[src/rtl/ttyesc_pkg.sv]
package ttyesc_pkg;
  typedef enum logic [1:0] {
    TX_NONE  = 2'd0,
    TX_ECHO  = 2'd1,
    TX_REPLY = 2'd2
  } tx_src_e;
endpackage

[src/rtl/ttyesc_echo_cnt.sv]
module ttyesc_echo_cnt #(
  parameter int CNT_W = 4
) (
  input  logic clk,
  input  logic rst,
  input  logic push,
  input  logic pop,
  output logic pending,
  output logic full
);
  logic [CNT_W-1:0] count;

  assign pending = |count;
  assign full    = &count;

  always_ff @(posedge clk) begin
    if (rst) begin
      count <= '0;
    end else if (push && !pop) begin
      count <= count + 1'b1;
    end else if (pop && !push) begin
      count <= count - 1'b1;
    end
  end


  echo_no_wrap_chk: assert property (@(posedge clk) disable iff (rst)
    (push && !pop && full) |-> 1'b0);
endmodule

[src/rtl/ttyesc_rx_path.sv]
module ttyesc_rx_path #(
  parameter int              DATA_W = 8,
  parameter logic [DATA_W-1:0] MARK = 8'h20
) (
  input  logic              clk,
  input  logic              rst,
  input  logic              rx_valid,
  input  logic [DATA_W-1:0] rx_data,
  input  logic              busy,
  input  logic              flag,
  input  logic              echo_full,
  output logic              mark_seen,
  output logic              take_data,
  output logic              dec_valid,
  output logic [DATA_W-1:0] dec_data
);
  localparam logic [DATA_W-1:0] LOW_MASK = {1'b0, {(DATA_W-1){1'b1}}};

  logic accept;
  logic is_mark;

  assign accept    = rx_valid && !busy;
  assign is_mark   = (rx_data == MARK);
  assign mark_seen = accept && is_mark && !echo_full;
  assign take_data = accept && !is_mark;

  always_ff @(posedge clk) begin
    if (rst) begin
      dec_valid <= 1'b0;
      dec_data  <= '0;
    end else begin
      dec_valid <= take_data;
      if (take_data) begin
        dec_data <= flag ? (rx_data & LOW_MASK) : rx_data;
      end
    end
  end


  no_marker_pass_chk: assert property (@(posedge clk) disable iff (rst)
    dec_valid |-> ($past(rx_data) != MARK));


  busy_block_chk: assert property (@(posedge clk) disable iff (rst)
    dec_valid |-> !$past(busy));
endmodule

[src/rtl/ttyesc_tx_arb.sv]
module ttyesc_tx_arb
  import ttyesc_pkg::*;
#(
  parameter int              DATA_W = 8,
  parameter logic [DATA_W-1:0] MARK = 8'h20
) (
  input  logic              clk,
  input  logic              rst,
  input  logic              rep_valid,
  input  logic [DATA_W-1:0] rep_data,
  input  logic              busy,
  input  logic              flag,
  input  logic              tx_ready,
  input  logic              echo_pending,
  output logic              echo_pop,
  output logic              reply_sent,
  output logic              tx_valid,
  output logic [DATA_W-1:0] tx_data
);
  localparam logic [DATA_W-1:0] HIGH_BIT = {1'b1, {(DATA_W-1){1'b0}}};

  logic              rep_held;
  logic [DATA_W-1:0] rep_q;
  tx_src_e           src;

  always_comb begin
    src = TX_NONE;
    if (tx_ready) begin
      if (echo_pending)  src = TX_ECHO;
      else if (rep_held) src = TX_REPLY;
    end
  end

  assign echo_pop   = (src == TX_ECHO);
  assign reply_sent = (src == TX_REPLY);

  always_ff @(posedge clk) begin
    if (rst) begin
      rep_held <= 1'b0;
      rep_q    <= '0;
      tx_valid <= 1'b0;
      tx_data  <= '0;
    end else begin
      if (reply_sent) begin
        rep_held <= 1'b0;
      end else if (rep_valid && busy && !rep_held) begin
        rep_held <= 1'b1;
        rep_q    <= rep_data;
      end
      tx_valid <= (src != TX_NONE);
      case (src)
        TX_ECHO:  tx_data <= MARK;
        TX_REPLY: tx_data <= flag ? (rep_q | HIGH_BIT) : rep_q;
        default:  tx_data <= tx_data;
      endcase
    end
  end


  tx_after_ready_chk: assert property (@(posedge clk) disable iff (rst)
    tx_valid |-> $past(tx_ready));


  echo_first_chk: assert property (@(posedge clk) disable iff (rst)
    (tx_ready && echo_pending) |=> (tx_valid && tx_data == MARK));
endmodule

[src/rtl/ttyesc_codec.sv]
module ttyesc_codec #(
  parameter int              DATA_W     = 8,
  parameter int              ECHO_CNT_W = 4,
  parameter logic [DATA_W-1:0] MARK     = 8'h20
) (
  input  logic              clk,
  input  logic              rst,
  input  logic              rx_valid,
  input  logic [DATA_W-1:0] rx_data,
  output logic              dec_valid,
  output logic [DATA_W-1:0] dec_data,
  input  logic              rep_valid,
  input  logic [DATA_W-1:0] rep_data,
  input  logic              tx_ready,
  output logic              tx_valid,
  output logic [DATA_W-1:0] tx_data
);
  logic flag;
  logic busy;
  logic mark_seen;
  logic take_data;
  logic echo_full;
  logic echo_pending;
  logic echo_pop;
  logic reply_sent;

  ttyesc_rx_path #(.DATA_W(DATA_W), .MARK(MARK)) u_rx (
    .clk       (clk),
    .rst       (rst),
    .rx_valid  (rx_valid),
    .rx_data   (rx_data),
    .busy      (busy),
    .flag      (flag),
    .echo_full (echo_full),
    .mark_seen (mark_seen),
    .take_data (take_data),
    .dec_valid (dec_valid),
    .dec_data  (dec_data)
  );

  ttyesc_echo_cnt #(.CNT_W(ECHO_CNT_W)) u_echo (
    .clk     (clk),
    .rst     (rst),
    .push    (mark_seen),
    .pop     (echo_pop),
    .pending (echo_pending),
    .full    (echo_full)
  );

  ttyesc_tx_arb #(.DATA_W(DATA_W), .MARK(MARK)) u_tx (
    .clk          (clk),
    .rst          (rst),
    .rep_valid    (rep_valid),
    .rep_data     (rep_data),
    .busy         (busy),
    .flag         (flag),
    .tx_ready     (tx_ready),
    .echo_pending (echo_pending),
    .echo_pop     (echo_pop),
    .reply_sent   (reply_sent),
    .tx_valid     (tx_valid),
    .tx_data      (tx_data)
  );

  always_ff @(posedge clk) begin
    if (rst) begin
      flag <= 1'b0;
      busy <= 1'b0;
    end else begin
      if (mark_seen)       flag <= 1'b1;
      else if (reply_sent) flag <= 1'b0;
      if (take_data)       busy <= 1'b1;
      else if (reply_sent) busy <= 1'b0;
    end
  end


  flag_set_chk: assert property (@(posedge clk) disable iff (rst)
    mark_seen |=> flag);


  flag_clear_chk: assert property (@(posedge clk) disable iff (rst)
    reply_sent |=> !flag);
endmodule

[config.mk]
export PLATFORM = sky130hd
export DESIGN_NAME = ttyesc_codec
export DESIGN_NICKNAME = d
export VERILOG_FILES = /design/src/rtl/ttyesc_pkg.sv /design/src/rtl/ttyesc_echo_cnt.sv /design/src/rtl/ttyesc_rx_path.sv /design/src/rtl/ttyesc_tx_arb.sv /design/src/rtl/ttyesc_codec.sv
export SDC_FILE = /design/constraint.sdc
export NUM_CORES = 1
export LEC_CHECK = 0
export ABC_AREA = 0
export BUFFER_PORTS_ARGS = -buffer_cell sky130_fd_sc_hd__buf_2
export CAP_MARGIN = 30
export CORE_MARGIN = 1.5
export CORE_UTILIZATION = 52
export DETAILED_ROUTE_END_ITERATION = 8
export PLACE_DENSITY = 0.78
export SYNTH_ARGS = -nofsm -noshare
export SYNTH_HDL_FRONTEND = slang
export SYNTH_HIERARCHICAL = 1
export SYNTH_SLANG_ARGS = --single-unit
[constraint.sdc]
create_clock -name clk -period 6.83 [get_ports clk]
set_input_delay 1.0245 -clock clk [delete_from_list [all_inputs] [get_ports clk]]
set_output_delay 1.0245 -clock clk [all_outputs]
set_load 0.01 [all_outputs]
==> results.toml <==
[global_routing]
grt_pass1_vias = 1175
antenna_found_initial = 0
grt_pass1_wl_um = 4910
grt_max_degree = 42
gr-usage-all-layers = 0.194
grt-ovfl-total = 0

[synthesis]
synthTopCellsByArea = "dfxtp_1 (43%), nand2b_1 (8.5%), a211oi_2 (6.5%), mux2i_1 (5.8%), inv_1 (4.4%)"
synthFlopType = "dfxtp_1"
ys_seq_area_frac = 0.426
yosysMostFrequentCell = "dfxtp_1"
synth_edf_count = 0
synth_top_area_frac = 0.426
synth_fp_nets = 175
synth-async-reset-ratio = 0
synth_cell_types = 39
yosys_register_bits = 33
synthTopCellsByCount = "dfxtp_1 (33), nand2b_1 (21), inv_1 (18)"
syn-cell-area_mm2 = 0.00155
synth_area_per_cell_um2 = 10.3
yosys.area.top_type = "dfxtp_1"
yosys_warnings = 6
syn_inst = 150

[final_layout]
nFillCells = 230
drive_above_1_share = 0.332
area_growth_pct = 15.8
diodes = 0
final_nets = 214
final-seq-area_um2 = 661
final-instance-count-excl-fill = 221
multi_input_area_um2 = 762

[clock_tree]
cts_sinks = 33
clock-root-buffer = "clkbuf_4"
cts_tree = "built"
postCtsHoldBufs = 0
clk_latency_ns = 0.33
cts_resized = 0
cts_buffers = 5
path_clk_slew_ns = 0.10
post_cts_buffers = 0
htreeDepth = 2
clockBufferDepth = 2

[sta]
final.setup_skew_ns = 0.00226
setup_tns_ns = 0
setup_viol = 0
tightestPinTransition_ns = 0.675
fmax_mhz = 322
setup_slack_ns = 3.72
slew_headroom = 0.550
fin_crit_sh = 0.455
rsz0062_at_grt = "false"
period_minus_slack_ns = 3.11
hold_viol_final = 0
maxSlewViolCount = 0

[floorplan]
std_cell_rows = 19
dieArea_mm2 = 0.00332
dieWidth_um = 57.6
die-height_um = 57.6
ioPinCount = 39
start_util = 0.557
core_mm2 = 0.00278

[drt]
drc = 0
dr_total_vias = 1187
drt_first_iter_violations = 18
routedWlPerCell_um = 12.9
drt_pass1_iterations = 4
drtAntennaViolNets = 0
viasPerCell = 5.37
drt_wl_total_um = 2860

[placement]
place_inst = 213
portBuffers = 38
post-dp-hpwl_um = 2120
post-place-ws_ns = 3.40
gp_congestion = 0.829

[critical_path]
cp.arrival_ns = 3.33
worst_setup_path_start_kind = "primary input"
reg2reg_slack_ns = 4.11
crit_required_ns = 7.05
endpoint_kind = "register"
critPathKind = "in2reg"
cp_max_fo = 4

[flow_run]
cap_violations = 0

[pwr]
p_per_area_mw_per_mm2 = 282
ir_drop_v = 0.000256
p_leak_nw = 0.762

[worst_hold_path]
min_path_type = "reg2reg"

[run_status]
status = "finished, final reports clean"
[metrics by stage]
stage                     power (mW)  utilization  cell area, um^2  hold slack (ns)
after floorplan                0.369            -             1550            0.449
after global placement         0.379        0.619             1720            0.460
after detailed placement       0.385        0.619             1720            0.471
after CTS                      0.509        0.645             1790            0.486
after global routing           0.537        0.645             1790            0.496
final                          0.505        0.645             1790            0.478
[report_power, final]
| part | switching [mW] | internal, mW | total, mW |
|---|---|---|---|
| registers | 0.0176 | 0.215 | 0.233 |
| clock network | 0.0640 | 0.0596 | 0.124 |
| logic | 0.0792 | 0.0697 | 0.149 |
[placed cells by master, fill, tap and decap left out, types with 3 or more instances in the layout]
cell type | netlist | routed
a211oi_2 | 8 | 8
a21oi_1 | 11 | 11
buf_2 | 1 | 38
clkbuf_4 | 0 | 5
dfxtp_1 | 33 | 33
ha_1 | 3 | 3
inv_1 | 18 | 18
mux2i_1 | 9 | 9
nand2b_1 | 21 | 21
nor2_1 | 7 | 7
o32ai_1 | 6 | 6
[registers in the layout, indices dropped and copies added, names as in the netlist]
register / cells
u_tx/tx_data: 8
u_rx/dec_valid: 1
u_tx/rep_held: 1
u_tx/tx_valid: 1
flag: 1
busy: 1
u_rx/dec_data: 8
u_tx/rep_q: 8
u_echo/count: 4
[cells by family (layout without fill, tap and decap cells)]
| group | Yosys count | in the layout | synth area share |
|---|---|---|---|
| AO/OA/AOI/OAI | 33 | 33 | 0.191 |
| XOR/XNOR | 2 | 2 | 0.0113 |
| multiplexers | 10 | 10 | 0.0654 |
| flip-flops | 33 | 33 | 0.426 |
| AND/OR/NAND/NOR | 43 | 43 | 0.187 |
| buffers and inverters | 25 | 65 | 0.0816 |
| adder cells (fa/ha/maj) | 4 | 4 | 0.0372 |
[metal layers]
layer / part of all wire / routed length, um / GRT usage
met3: 0.038 / 108 / 0.0544
met5: 0 / 0 / 0
met2: 0.48 / 1380 / 0.326
met4: 0.019 / 55 / 0.0897
met1: 0.46 / 1320 / 0.228
[critical path: stages]
cell and delay [ns]:
buf_2 0.13, nor4_4 0.37, nand2_1 0.09, nor3_1 0.21
ha_1 0.22, inv_1 0.10, ha_1 0.33, a21oi_1 0.22
a211oi_2 0.11, a31oi_1 0.19, mux2_1 0.35
[path summary, 6_finish.rpt]
kind / cells past startpoint / to / start
worst max-delay path: 11 / u_echo/count[3] / rx_data[2]
worst min-delay path: 2 / u_tx/rep_q[7] / u_tx/rep_q[7]
worst max register to register: 10 / u_echo/count[3] / u_echo/count[0]
worst min register to register: 2 / u_tx/rep_q[7] / u_tx/rep_q[7]
[cell type report]
| class | count | area share |
|---|---|---|
| Multi-Input combinational cell | 92 | 0.425 |
| Clock buffer | 7 | 0.0363 |
| Sequential cell | 33 | 0.368 |
| Tap cell | 31 | 0.0216 |
| Inverter | 19 | 0.0398 |
| Timing Repair Buffer | 38 | 0.106 |
| Clock inverter | 1 | 0.00279 |
(Power assumes the default switching activity.)
